<file path="config.mk">
export PLATFORM = sky130hd
export DESIGN_NAME = rx_addr_filter
export DESIGN_NICKNAME = d
export VERILOG_FILES = /design/src/rtl/rxaf_pkg.sv /design/src/rtl/rxaf_table.sv /design/src/rtl/rxaf_match.sv /design/src/rtl/rx_addr_filter.sv
export SDC_FILE = /design/constraint.sdc
export NUM_CORES = 1
export LEC_CHECK = 0
export BUFFER_PORTS_ARGS = -buffer_cell sky130_fd_sc_hd__buf_2
export CORE_MARGIN = 8
export CORE_UTILIZATION = 41
export DETAILED_ROUTE_END_ITERATION = 8
export PLACE_DENSITY = 0.69
export RECOVER_POWER = 100
export SLEW_MARGIN = 20
export SYNTH_ARGS = -nofsm -noshare
export SYNTH_HDL_FRONTEND = slang
export SYNTH_SLANG_ARGS = --single-unit
</file>
<file path="constraint.sdc">
create_clock -name clk -period 6.5 [get_ports clk]
set_clock_uncertainty 0.2 [all_clocks]
set_input_delay 0.325 -clock clk [delete_from_list [all_inputs] [get_ports clk]]
set_output_delay 0.325 -clock clk [all_outputs]
set_load 0.01 [all_outputs]
</file>
<file path="src/rtl/rxaf_pkg.sv">
package rxaf_pkg;

    localparam int ADDR_W = 48;

    typedef enum logic [1:0] {
        MS_IDLE,
        MS_DEST,
        MS_BODY
    } match_state_e;

    typedef enum logic [1:0] {
        RD_IDLE,
        RD_LOW,
        RD_HIGH
    } rd_state_e;

    localparam logic [2:0] SEL_UNI_LO   = 3'd0;
    localparam logic [2:0] SEL_UNI_HI   = 3'd1;
    localparam logic [2:0] SEL_TBL_DATA = 3'd2;
    localparam logic [2:0] SEL_TBL_CMD  = 3'd3;
    localparam logic [2:0] SEL_MODE     = 3'd4;

    localparam logic [ADDR_W-1:0] BCAST_ADDR    = 48'hFFFF_FFFF_FFFF;
    localparam logic [ADDR_W-1:0] PAUSE_MC_ADDR = 48'h0100_00C2_8001;

    // byte k of a destination lives in bits 8k+7:8k
    function automatic logic [7:0] pick_byte(input logic [ADDR_W-1:0] a, input logic [2:0] idx);
        logic [7:0] b;
        unique case (idx)
            3'd0:    b = a[7:0];
            3'd1:    b = a[15:8];
            3'd2:    b = a[23:16];
            3'd3:    b = a[31:24];
            3'd4:    b = a[39:32];
            3'd5:    b = a[47:40];
            default: b = 8'h00;
        endcase
        return b;
    endfunction

endpackage

</file>
<file path="src/rtl/rxaf_table.sv">
module rxaf_table
    import rxaf_pkg::*;
#(
    parameter int NUM_ENTRIES = 4,
    parameter bit TABLE_EN    = 1'b1
) (
    input  logic                          clk,
    input  logic                          rst_n,
    input  logic                          wr_en,
    input  logic [2:0]                    wr_sel,
    input  logic [31:0]                   wr_data,
    output logic [NUM_ENTRIES*ADDR_W-1:0] ent_addr,
    output logic [NUM_ENTRIES-1:0]        ent_vld,
    output logic [31:0]                   rd_data,
    output logic                          rd_valid
);
    localparam int LOC_W = 2;

    logic             cmd_wr;
    logic             cmd_rd;
    logic [LOC_W-1:0] cmd_loc;
    rd_state_e        rd_state;
    logic [LOC_W-1:0] rd_loc;
    logic [ADDR_W-1:0] sel_entry;

    assign cmd_wr  = wr_en && (wr_sel == SEL_TBL_CMD);
    assign cmd_rd  = wr_data[23];
    assign cmd_loc = wr_data[17:16];

    // state register of the read sequencer
    always_ff @(posedge clk) begin
        if (!rst_n) begin
            rd_state <= RD_IDLE;
            rd_loc   <= '0;
        end else begin
            unique case (rd_state)
                RD_IDLE: if (cmd_wr && cmd_rd) begin
                    rd_state <= RD_LOW;
                    rd_loc   <= cmd_loc;
                end
                RD_LOW:  rd_state <= RD_HIGH;
                RD_HIGH: rd_state <= RD_IDLE;
                default: rd_state <= RD_IDLE;
            endcase
        end
    end

    always_comb begin
        sel_entry = '0;
        for (int i = 0; i < NUM_ENTRIES; i++) begin
            if (rd_loc == LOC_W'(i)) sel_entry = ent_addr[i*ADDR_W +: ADDR_W];
        end
    end

    // outputs of the read sequencer
    always_comb begin
        unique case (rd_state)
            RD_LOW: begin
                rd_valid = 1'b1;
                rd_data  = sel_entry[31:0];
            end
            RD_HIGH: begin
                rd_valid = 1'b1;
                rd_data  = {16'h0000, sel_entry[47:32]};
            end
            default: begin
                rd_valid = 1'b0;
                rd_data  = '0;
            end
        endcase
    end

    // a read command yields two data cycles, then the port goes quiet
    assert_rd_first_R10: assert property (@(posedge clk) disable iff (!rst_n)
        (cmd_wr && cmd_rd && rd_state == RD_IDLE) |=> rd_valid);
    assert_rd_pair_R10: assert property (@(posedge clk) disable iff (!rst_n)
        (rd_valid && $past(rd_valid)) |=> !rd_valid);

    generate
        if (TABLE_EN) begin : g_table
            logic [31:0] staged_lo;

            always_ff @(posedge clk) begin
                if (!rst_n) staged_lo <= '0;
                else if (wr_en && wr_sel == SEL_TBL_DATA) staged_lo <= wr_data;
            end

            for (genvar g = 0; g < NUM_ENTRIES; g++) begin : g_entry
                always_ff @(posedge clk) begin
                    if (!rst_n) begin
                        ent_addr[g*ADDR_W +: ADDR_W] <= '0;
                        ent_vld[g]                   <= 1'b0;
                    end else if (cmd_wr && !cmd_rd && cmd_loc == LOC_W'(g)) begin
                        ent_addr[g*ADDR_W +: ADDR_W] <= {wr_data[15:0], staged_lo};
                        ent_vld[g]                   <= 1'b1;
                    end
                end

                // a write command marks its location valid
                assert_wr_sets_valid_R9: assert property (@(posedge clk) disable iff (!rst_n)
                    (cmd_wr && !cmd_rd && cmd_loc == LOC_W'(g)) |=> ent_vld[g]);
            end
        end else begin : g_no_table
            assign ent_addr = '0;
            assign ent_vld  = '0;
        end
    endgenerate

endmodule

</file>
<file path="src/rtl/rxaf_match.sv">
module rxaf_match
    import rxaf_pkg::*;
#(
    parameter int NUM_ENTRIES = 4
) (
    input  logic                          clk,
    input  logic                          rst_n,
    input  logic [7:0]                    rx_data,
    input  logic                          rx_valid,
    input  logic [ADDR_W-1:0]             uni_addr,
    input  logic [ADDR_W-1:0]             pause_addr,
    input  logic [NUM_ENTRIES*ADDR_W-1:0] ent_addr,
    input  logic [NUM_ENTRIES-1:0]        ent_vld,
    input  logic                          prom,
    output logic                          frame_pass,
    output logic                          frame_drop
);
    localparam int FIXED_SRC = 4;
    localparam int NSRC      = FIXED_SRC + NUM_ENTRIES;
    localparam logic [2:0] LAST_DEST_BYTE = 3'd5;

    match_state_e      state;
    logic [2:0]        cnt;
    logic [NSRC-1:0]   ok;
    logic [NSRC-1:0]   byte_hit;
    logic [NSRC-1:0]   cand_en;
    logic [ADDR_W-1:0] cand [NSRC];

    always_comb begin
        cand[0] = uni_addr;
        cand[1] = BCAST_ADDR;
        cand[2] = pause_addr;
        cand[3] = PAUSE_MC_ADDR;
        for (int i = 0; i < NUM_ENTRIES; i++) begin
            cand[FIXED_SRC+i] = ent_addr[i*ADDR_W +: ADDR_W];
        end
        cand_en = {ent_vld, {FIXED_SRC{1'b1}}};
    end

    generate
        for (genvar s = 0; s < NSRC; s++) begin : g_src
            assign byte_hit[s] = cand_en[s] && (rx_data == pick_byte(cand[s], cnt));
        end
    endgenerate

    // state register: walk the destination bytes, narrowing the candidates
    always_ff @(posedge clk) begin
        if (!rst_n) begin
            state <= MS_IDLE;
            cnt   <= '0;
            ok    <= '0;
        end else begin
            unique case (state)
                MS_IDLE: if (rx_valid) begin
                    ok    <= byte_hit;
                    cnt   <= 3'd1;
                    state <= MS_DEST;
                end
                MS_DEST: begin
                    if (!rx_valid) begin
                        cnt   <= '0;
                        state <= MS_IDLE;
                    end else begin
                        ok  <= ok & byte_hit;
                        cnt <= cnt + 3'd1;
                        if (cnt == LAST_DEST_BYTE) state <= MS_BODY;
                    end
                end
                MS_BODY: if (!rx_valid) begin
                    cnt   <= '0;
                    state <= MS_IDLE;
                end
                default: state <= MS_IDLE;
            endcase
        end
    end

    // outputs: one decision strobe when the frame ends
    always_ff @(posedge clk) begin
        if (!rst_n) begin
            frame_pass <= 1'b0;
            frame_drop <= 1'b0;
        end else if (state != MS_IDLE && !rx_valid) begin
            frame_pass <= prom || (state == MS_BODY && |ok);
            frame_drop <= !(prom || (state == MS_BODY && |ok));
        end else begin
            frame_pass <= 1'b0;
            frame_drop <= 1'b0;
        end
    end

    assert_single_verdict_R8: assert property (@(posedge clk) disable iff (!rst_n)
        !(frame_pass && frame_drop));
    assert_strobe_pulse_R8: assert property (@(posedge clk) disable iff (!rst_n)
        (frame_pass || frame_drop) |=> !(frame_pass || frame_drop));
    assert_prom_no_drop_R7: assert property (@(posedge clk) disable iff (!rst_n)
        frame_drop |-> !$past(prom));
    assert_short_drop_R6: assert property (@(posedge clk) disable iff (!rst_n)
        frame_pass |-> ($past(prom) || $past(state) == MS_BODY));

endmodule

</file>
<file path="src/rtl/rx_addr_filter.sv">
module rx_addr_filter
    import rxaf_pkg::*;
#(
    parameter int NUM_ENTRIES = 4,
    parameter bit TABLE_EN    = 1'b1
) (
    input  logic        clk,
    input  logic        rst_n,
    input  logic [7:0]  rx_data,
    input  logic        rx_valid,
    input  logic [47:0] uni_default,
    input  logic [47:0] pause_addr,
    input  logic        cfg_wr,
    input  logic [2:0]  cfg_sel,
    input  logic [31:0] cfg_wdata,
    output logic [31:0] rd_data,
    output logic        rd_valid,
    output logic        frame_pass,
    output logic        frame_drop
);
    logic [ADDR_W-1:0]             uni_addr;
    logic                          prom;
    logic [NUM_ENTRIES*ADDR_W-1:0] ent_addr;
    logic [NUM_ENTRIES-1:0]        ent_vld;

    always_ff @(posedge clk) begin
        if (!rst_n) begin
            uni_addr <= uni_default;
            prom     <= 1'b1;
        end else if (cfg_wr) begin
            if (cfg_sel == SEL_UNI_LO) uni_addr[31:0]  <= cfg_wdata;
            if (cfg_sel == SEL_UNI_HI) uni_addr[47:32] <= cfg_wdata[15:0];
            if (cfg_sel == SEL_MODE)   prom            <= cfg_wdata[31];
        end
    end

    // the unicast address only moves on its own two selects
    assert_uni_hold_R11: assert property (@(posedge clk) disable iff (!rst_n)
        !(cfg_wr && (cfg_sel == SEL_UNI_LO || cfg_sel == SEL_UNI_HI)) |=> $stable(uni_addr));

    rxaf_table #(
        .NUM_ENTRIES (NUM_ENTRIES),
        .TABLE_EN    (TABLE_EN)
    ) u_table (
        .clk      (clk),
        .rst_n    (rst_n),
        .wr_en    (cfg_wr),
        .wr_sel   (cfg_sel),
        .wr_data  (cfg_wdata),
        .ent_addr (ent_addr),
        .ent_vld  (ent_vld),
        .rd_data  (rd_data),
        .rd_valid (rd_valid)
    );

    rxaf_match #(
        .NUM_ENTRIES (NUM_ENTRIES)
    ) u_match (
        .clk        (clk),
        .rst_n      (rst_n),
        .rx_data    (rx_data),
        .rx_valid   (rx_valid),
        .uni_addr   (uni_addr),
        .pause_addr (pause_addr),
        .ent_addr   (ent_addr),
        .ent_vld    (ent_vld),
        .prom       (prom),
        .frame_pass (frame_pass),
        .frame_drop (frame_drop)
    );

endmodule

</file>
==> results.toml, run 1 <==
[power_and_ir_drop]
power.density_nw_per_um2 = 218
seqPwrFrac_pct = 47.2
p_sw_share_pct = 25.0
leakage_nw = 6.45
p_sw_mw = 1.03
clkPwrFrac_pct = 42.7
p_int_mw = 3.09
ir_drop_v = 0.000209
power.share.combinational_pct = 10.1

[layout]
multiInputGateArea_um2 = 8830
fillers = 3709
area_delta_synth_final_pct = 17.5
antenna_cells = 0
drive_above_1_share_pct = 13.0
seqCellArea_um2 = 6410
nets = 2231
final_util_pct = 48.9

[grt]
top_usage_layer = "met2"
grt_pass1_wl_um = 94500
gr-total-overflow = 0
met1_usage_pct = 35.4
grt_use_met2_pct = 40.7
track_usage_pct = 26.0
grt_antenna_before_repair = 0
grt_pass1_vias = 15100
grt_max_degree = 121
met3_usage_pct = 6.21

[clock_tree]
cts_tree = "done"
cts_resized = 0
clock_latency_ps = 580
ctsHoldBuffers = 86
clockRootBuffer = "clkbuf_16"
numClockSinks = 296
clk_pin_slew_ps = 60
post-cts-setup-buffer-count = 0
htreeDepth = 1
cts_buffer_depth = 3
cts_buffers = 30

[drt]
vias_per_cell = 6.03
firstDrtPassIters = 9
drt_wl_total_um = 63100
drc = 0
vias = 15800
wl_per_cell_um = 24.1
antenna_left = 0
drt_iter0_drc = 2224

[sta]
maxSlewViolCount = 90
tightest_slew_ps = 3610
timing.fmax_mhz = 228
fin_crit_sh_pct = 67.5
min_period_ps = 4380
rsz0062_at_grt = "false"
hold_violations = 0
finalSetupTns_ps = 0
finalSetupViolCount = 0
slew_headroom_pct = -141

[floorplanning]
io_pins = 178
core_area_um2 = 38700
fp-row-count = 72
die_w_um = 214
fp.dieH_um = 214
dieArea_um2 = 45900
start_util_pct = 41.6

[synth]
yosysTopAreaCellShare_pct = 30.8
synth-edff-count = 48
synth_cell_types = 72
yosys-top-cells-count = "nand2_1, dfxtp_1, a21boi_0"
ys_seq_elements = 296
syn_area_um2 = 16100
syn_nets = 2089
synthArstFlopShare_pct = 0
yosys_warnings = 0
yosysSeqAreaShare_pct = 39.7
ys.flop_type = "dfxtp_1"
synth_top_cell_by_area = "dfxtp_1"
avgSynthCellArea_um2 = 8.34
syn_inst = 1934
synth_most_common_cell = "nand2_1"
synth.area.top_cells = "dfxtp_1, nand2_1, a21boi_0"

[setup_path]
start_kind = "input port"
cp-startpoint = "rst_n"
rr_startpoint = "u_match.cnt[2]$_SDFFE_PN0P_"
cp-endpoint = "uni_addr[18]$_DFFE_PP_"
crit_path_end_kind = "flip-flop"
cp_max_fo = 120
r2r_cells = 10
critical_path_class = "input port to flip-flop"
crit_arrival_ps = 4480
regToRegEndpoint = "u_match.ok[2]$_SDFFE_PN0P_"
cp.required_ps = 6600
r2r_setup_slack_ps = 2410

[placed_design]
portBuffers = 177
place_congestion = 0.981
hpwlAfterDp_um = 42700

[status]
status = "complete, but fails checks"
violations = "capacitance limit, slew limit"

[hold_path]
hp-class = "input port to flip-flop"

[run]
max-cap-violations = 2
==> worst min path at each step <==
stage	from	to	slack, ps	cells past startpoint
after floorplan	u_table.ent_vld[3]$_SDFFE_PN0P_	u_table.ent_vld[3]$_SDFFE_PN0P_	230	1
after global routing	cfg_sel[2]	prom$_SDFFE_PN1P_	50	4
after CTS	cfg_sel[2]	prom$_SDFFE_PN1P_	20	4
after global placement	u_table.ent_vld[3]$_SDFFE_PN0P_	u_table.ent_vld[3]$_SDFFE_PN0P_	240	1
after detailed placement	u_table.ent_vld[2]$_SDFFE_PN0P_	u_table.ent_vld[2]$_SDFFE_PN0P_	250	1
final	cfg_sel[2]	prom$_SDFFE_PN1P_	30	4
==> through the flow <==
step	worst slack [ps]	std cells	cell area, µm²	power [mW]	hold slack [ps]
final	2120	2618	18900	4.13	28.1
after global routing	1700	2618	18900	4.24	49.8
after CTS	2840	2618	19000	4.13	24.8
after detailed placement	2940	2476	17200	2.35	253
after global placement	2890	2476	17200	2.35	240
after floorplan	2910	1934	16100	2.19	233
==> layer usage <==
metal / part of all wire [%] / wire length [µm]
met3: 12 / 7410
met4: 3.1 / 1930
met1: 41 / 25600
met5: 0 / 0
met2: 45 / 28100
==> area by class of cell <==
type                    count  area share [%]
inverters                  43           0.852
multi-input cells        1414            46.6
repair buffers            291            10.0
clock buffers              48            4.87
well taps                 518            3.42
flip-flops and latches    296            33.9
clock inverters             8           0.370
==> power by group through the flow <==
stage	clock network [mW]	logic, mW	registers (mW)
finish	1.76	0.418	1.95
detailed placement	0	0.368	1.98
floorplan	0	0.229	1.96
global placement	0	0.362	1.98
CTS	1.77	0.411	1.94
global route	1.85	0.446	1.95
==> cells by family after synthesis <==
family                     synth area share (%)
DFF                                        39.7
and+or+nand+nor                            18.3
adders and majority gates                 0.931
xor gates and xnor gates                   1.09
muxes                                      8.25
AOI/OAI and AO/OA                          26.0
buffers and inverters                      5.77
==> critical path, cell delays in order <==
cell      delay (ps)
clkbuf_1        2490
buf_4           1100
mux2_1           470
==> flip-flops by register name (all words and copies together), names as in the netlist <==
register and count:
u_match.frame_pass 1, prom 1, u_table.ent_vld 4, uni_addr 48
u_table.g_table.staged_lo 32, u_match.cnt 3, u_match.frame_drop 1, u_table.rd_state 2
u_match.state 2, u_match.ok 8, u_table.rd_loc 2, u_table.ent_addr 192
==> placed cells by master (no fill, tap or decap), types with 34 or more instances in the layout <==
master | netlist | final
a221oi_1 | 34 | 34
dlygate4sd3_1 | 0 | 86
mux2i_1 | 59 | 59
edfxtp_1 | 48 | 48
nand2_1 | 544 | 543
buf_2 | 30 | 138
a21boi_0 | 227 | 227
dfxtp_1 | 248 | 245
inv_1 | 41 | 41
clkbuf_1 | 126 | 51
a222oi_1 | 45 | 45
o21ai_0 | 89 | 90
No activity file was read; power rests on OpenSTA's default activity.
==> run 2: changes to the inputs <==
clock period = 4.4 ns   (was 6.5 ns; I/O delays follow)
==> results.toml, run 2 (synthesis results as in run 1) <==
[sta]
finalSetupTns_ps = 0
fin_crit_sh_pct = 87.6
rsz0062_at_grt = "false"
tightest_slew_ps = 2490
finalSetupViolCount = 0
min_period_ps = 3850
worst_slack_ps = 545
slew_headroom_pct = -65.9
timing.fmax_mhz = 259
hold_violations = 0
maxSlewViolCount = 213
whs_ps = 59.6

[layout]
area_delta_synth_final_pct = 18.6
largestRegisters = "u_table.ent_addr (192), uni_addr (48), u_table.g_table.staged_lo (32)"
regMostFlops = "u_table.ent_addr"
largest_reg_flops = 192
final_cell_mix = "nand2_1, dfxtp_1, a21boi_0, buf_2, o21ai_0"
multiInputGateArea_um2 = 8820
layout_commonest_cell = "nand2_1"
fin_area_um2 = 19100
final_util_pct = 49.4
drive_above_1_share_pct = 13.1
fillers = 3682
nets = 2240
seqCellArea_um2 = 6410

[hold_path]
min_from = "cfg_wr"
hold_path_end = "prom$_SDFFE_PN1P_"
hold_depth = 5
hp-class = "input port to flip-flop"

[floorplanning]
fp-row-count = 72
fp.dieH_um = 214
io_pins = 178
start_util_pct = 41.6
core_area_um2 = 38700
die_w_um = 214
dieArea_um2 = 45900

[grt]
grt_pass1_vias = 14900
top_usage_layer = "met2"
grt_use_met2_pct = 40.5
gr-total-overflow = 0
grt_max_degree = 132
grt_antenna_before_repair = 1
met3_usage_pct = 6.50
track_usage_pct = 26.6
met1_usage_pct = 36.4
grt_pass1_wl_um = 95400

[placed_design]
hpwlAfterDp_um = 44000
place_congestion = 0.970
dp_slack_ps = 1080
dpl_cell_area_um2 = 17200
portBuffers = 177

[power_and_ir_drop]
leakage_nw = 6.52
ir_drop_v = 0.000228
power.density_nw_per_um2 = 333

[status]
status = "complete, but fails checks"
violations = "capacitance limit, slew limit"

[clock_tree]
numClockSinks = 296
cts_buffer_depth = 3
clockRootBuffer = "clkbuf_16"
clk_pin_slew_ps = 60
clock_latency_ps = 530
cts_buffers = 34
post-cts-setup-buffer-count = 0
cts_tree = "done"
htreeDepth = 2

[drt]
antenna_left = 0
drc = 0
drt_iter0_drc = 1889
firstDrtPassIters = 8
drt_wl_total_um = 64300
vias_per_cell = 6.01
wl_per_cell_um = 24.4
vias = 15800

[setup_path]
critical_path_class = "flip-flop to flip-flop"
r2r_cells = 7
crit_path_end_kind = "flip-flop"
rr_startpoint = "u_match.cnt[2]$_SDFFE_PN0P_"
crit_arrival_ps = 4090
start_kind = "flip-flop"
regToRegEndpoint = "u_match.ok[6]$_SDFFE_PN0P_"
r2r_setup_slack_ps = 550
cp.required_ps = 4640
cp_max_fo = 31

[run]
max-cap-violations = 3
run 2: cell count changes in the layout (fill, tap and decap cells not counted), moves of 3 or more:
cell	before	now
clkbuf_1	51	54
clkbuf_16	33	38
clkbuf_2	1	5
buf_4	26	22
clkbuf_8	4	8
run 2: cell type report:
cell class / count / area share, %
Antenna cell: 1 / 0.0131
Clock buffer: 55 / 5.72
Clock inverter: 7 / 0.249
Inverter: 43 / 0.844
Multi-Input combinational cell: 1414 / 46.1
Sequential cell: 296 / 33.5
Tap cell: 518 / 3.39
Timing Repair Buffer: 296 / 10.1
run 2: worst max-delay path by stage:
| stage | start | endpoint | slack (ps) | cells after the start |
|---|---|---|---|---|
| floorplan | cfg_sel[0] | uni_addr[0]$_DFFE_PP_ | 920 | 2 |
| global placement | u_match.cnt[1]$_SDFFE_PN0P_ | u_match.ok[2]$_SDFFE_PN0P_ | 1150 | 10 |
| detailed placement | u_match.cnt[1]$_SDFFE_PN0P_ | u_match.ok[5]$_SDFFE_PN0P_ | 1080 | 10 |
| CTS | u_table.rd_loc[0]$_SDFFE_PN0P_ | rd_data[7] | 1050 | 6 |
| global route | u_match.cnt[2]$_SDFFE_PN0P_ | u_match.ok[6]$_SDFFE_PN0P_ | 400 | 7 |
| finish | u_match.cnt[2]$_SDFFE_PN0P_ | u_match.ok[6]$_SDFFE_PN0P_ | 550 | 7 |
run 2: timing repair:
item | 4_1_cts | 5_1_grt
hold buffers | 87 | 0
gates resized for setup | 0 | 0
hold endpoints to repair | 152 | 0
run 2: power breakdown:
| part | switching (mW) | total [mW] | leakage (nW) | internal [mW] |
|---|---|---|---|---|
| sequential | 0.0547 | 2.88 | 2.47 | 2.82 |
| combinational | 0.364 | 0.620 | 3.49 | 0.256 |
| clock | 1.16 | 2.87 | 0.557 | 1.71 |
run 2: layer usage:
layer / share of wire [%] / up-vias
li1: - / 7180
met1: 42 / 7650
met2: 44 / 862
met3: 11 / 109
met4: 3.5 / 2
met5: 0.020 / -
run 2: per-stage QoR:
step           power [mW]  std cells
2_1_floorplan        3.24       1934
3_3_place_gp         3.46       2480
3_5_place_dp         3.47       2480
4_1_cts              6.38       2629
5_1_grt              6.56       2629
6_report             6.37       2630
run 2: critical path: stages (launching register included):
cell and delay [ps]:
dfxtp_4 440, inv_1 120, clkbuf_1 1370, a31oi_1 500, a311o_1 500, a221oi_1 220, nand4_1 150, o31ai_2 250
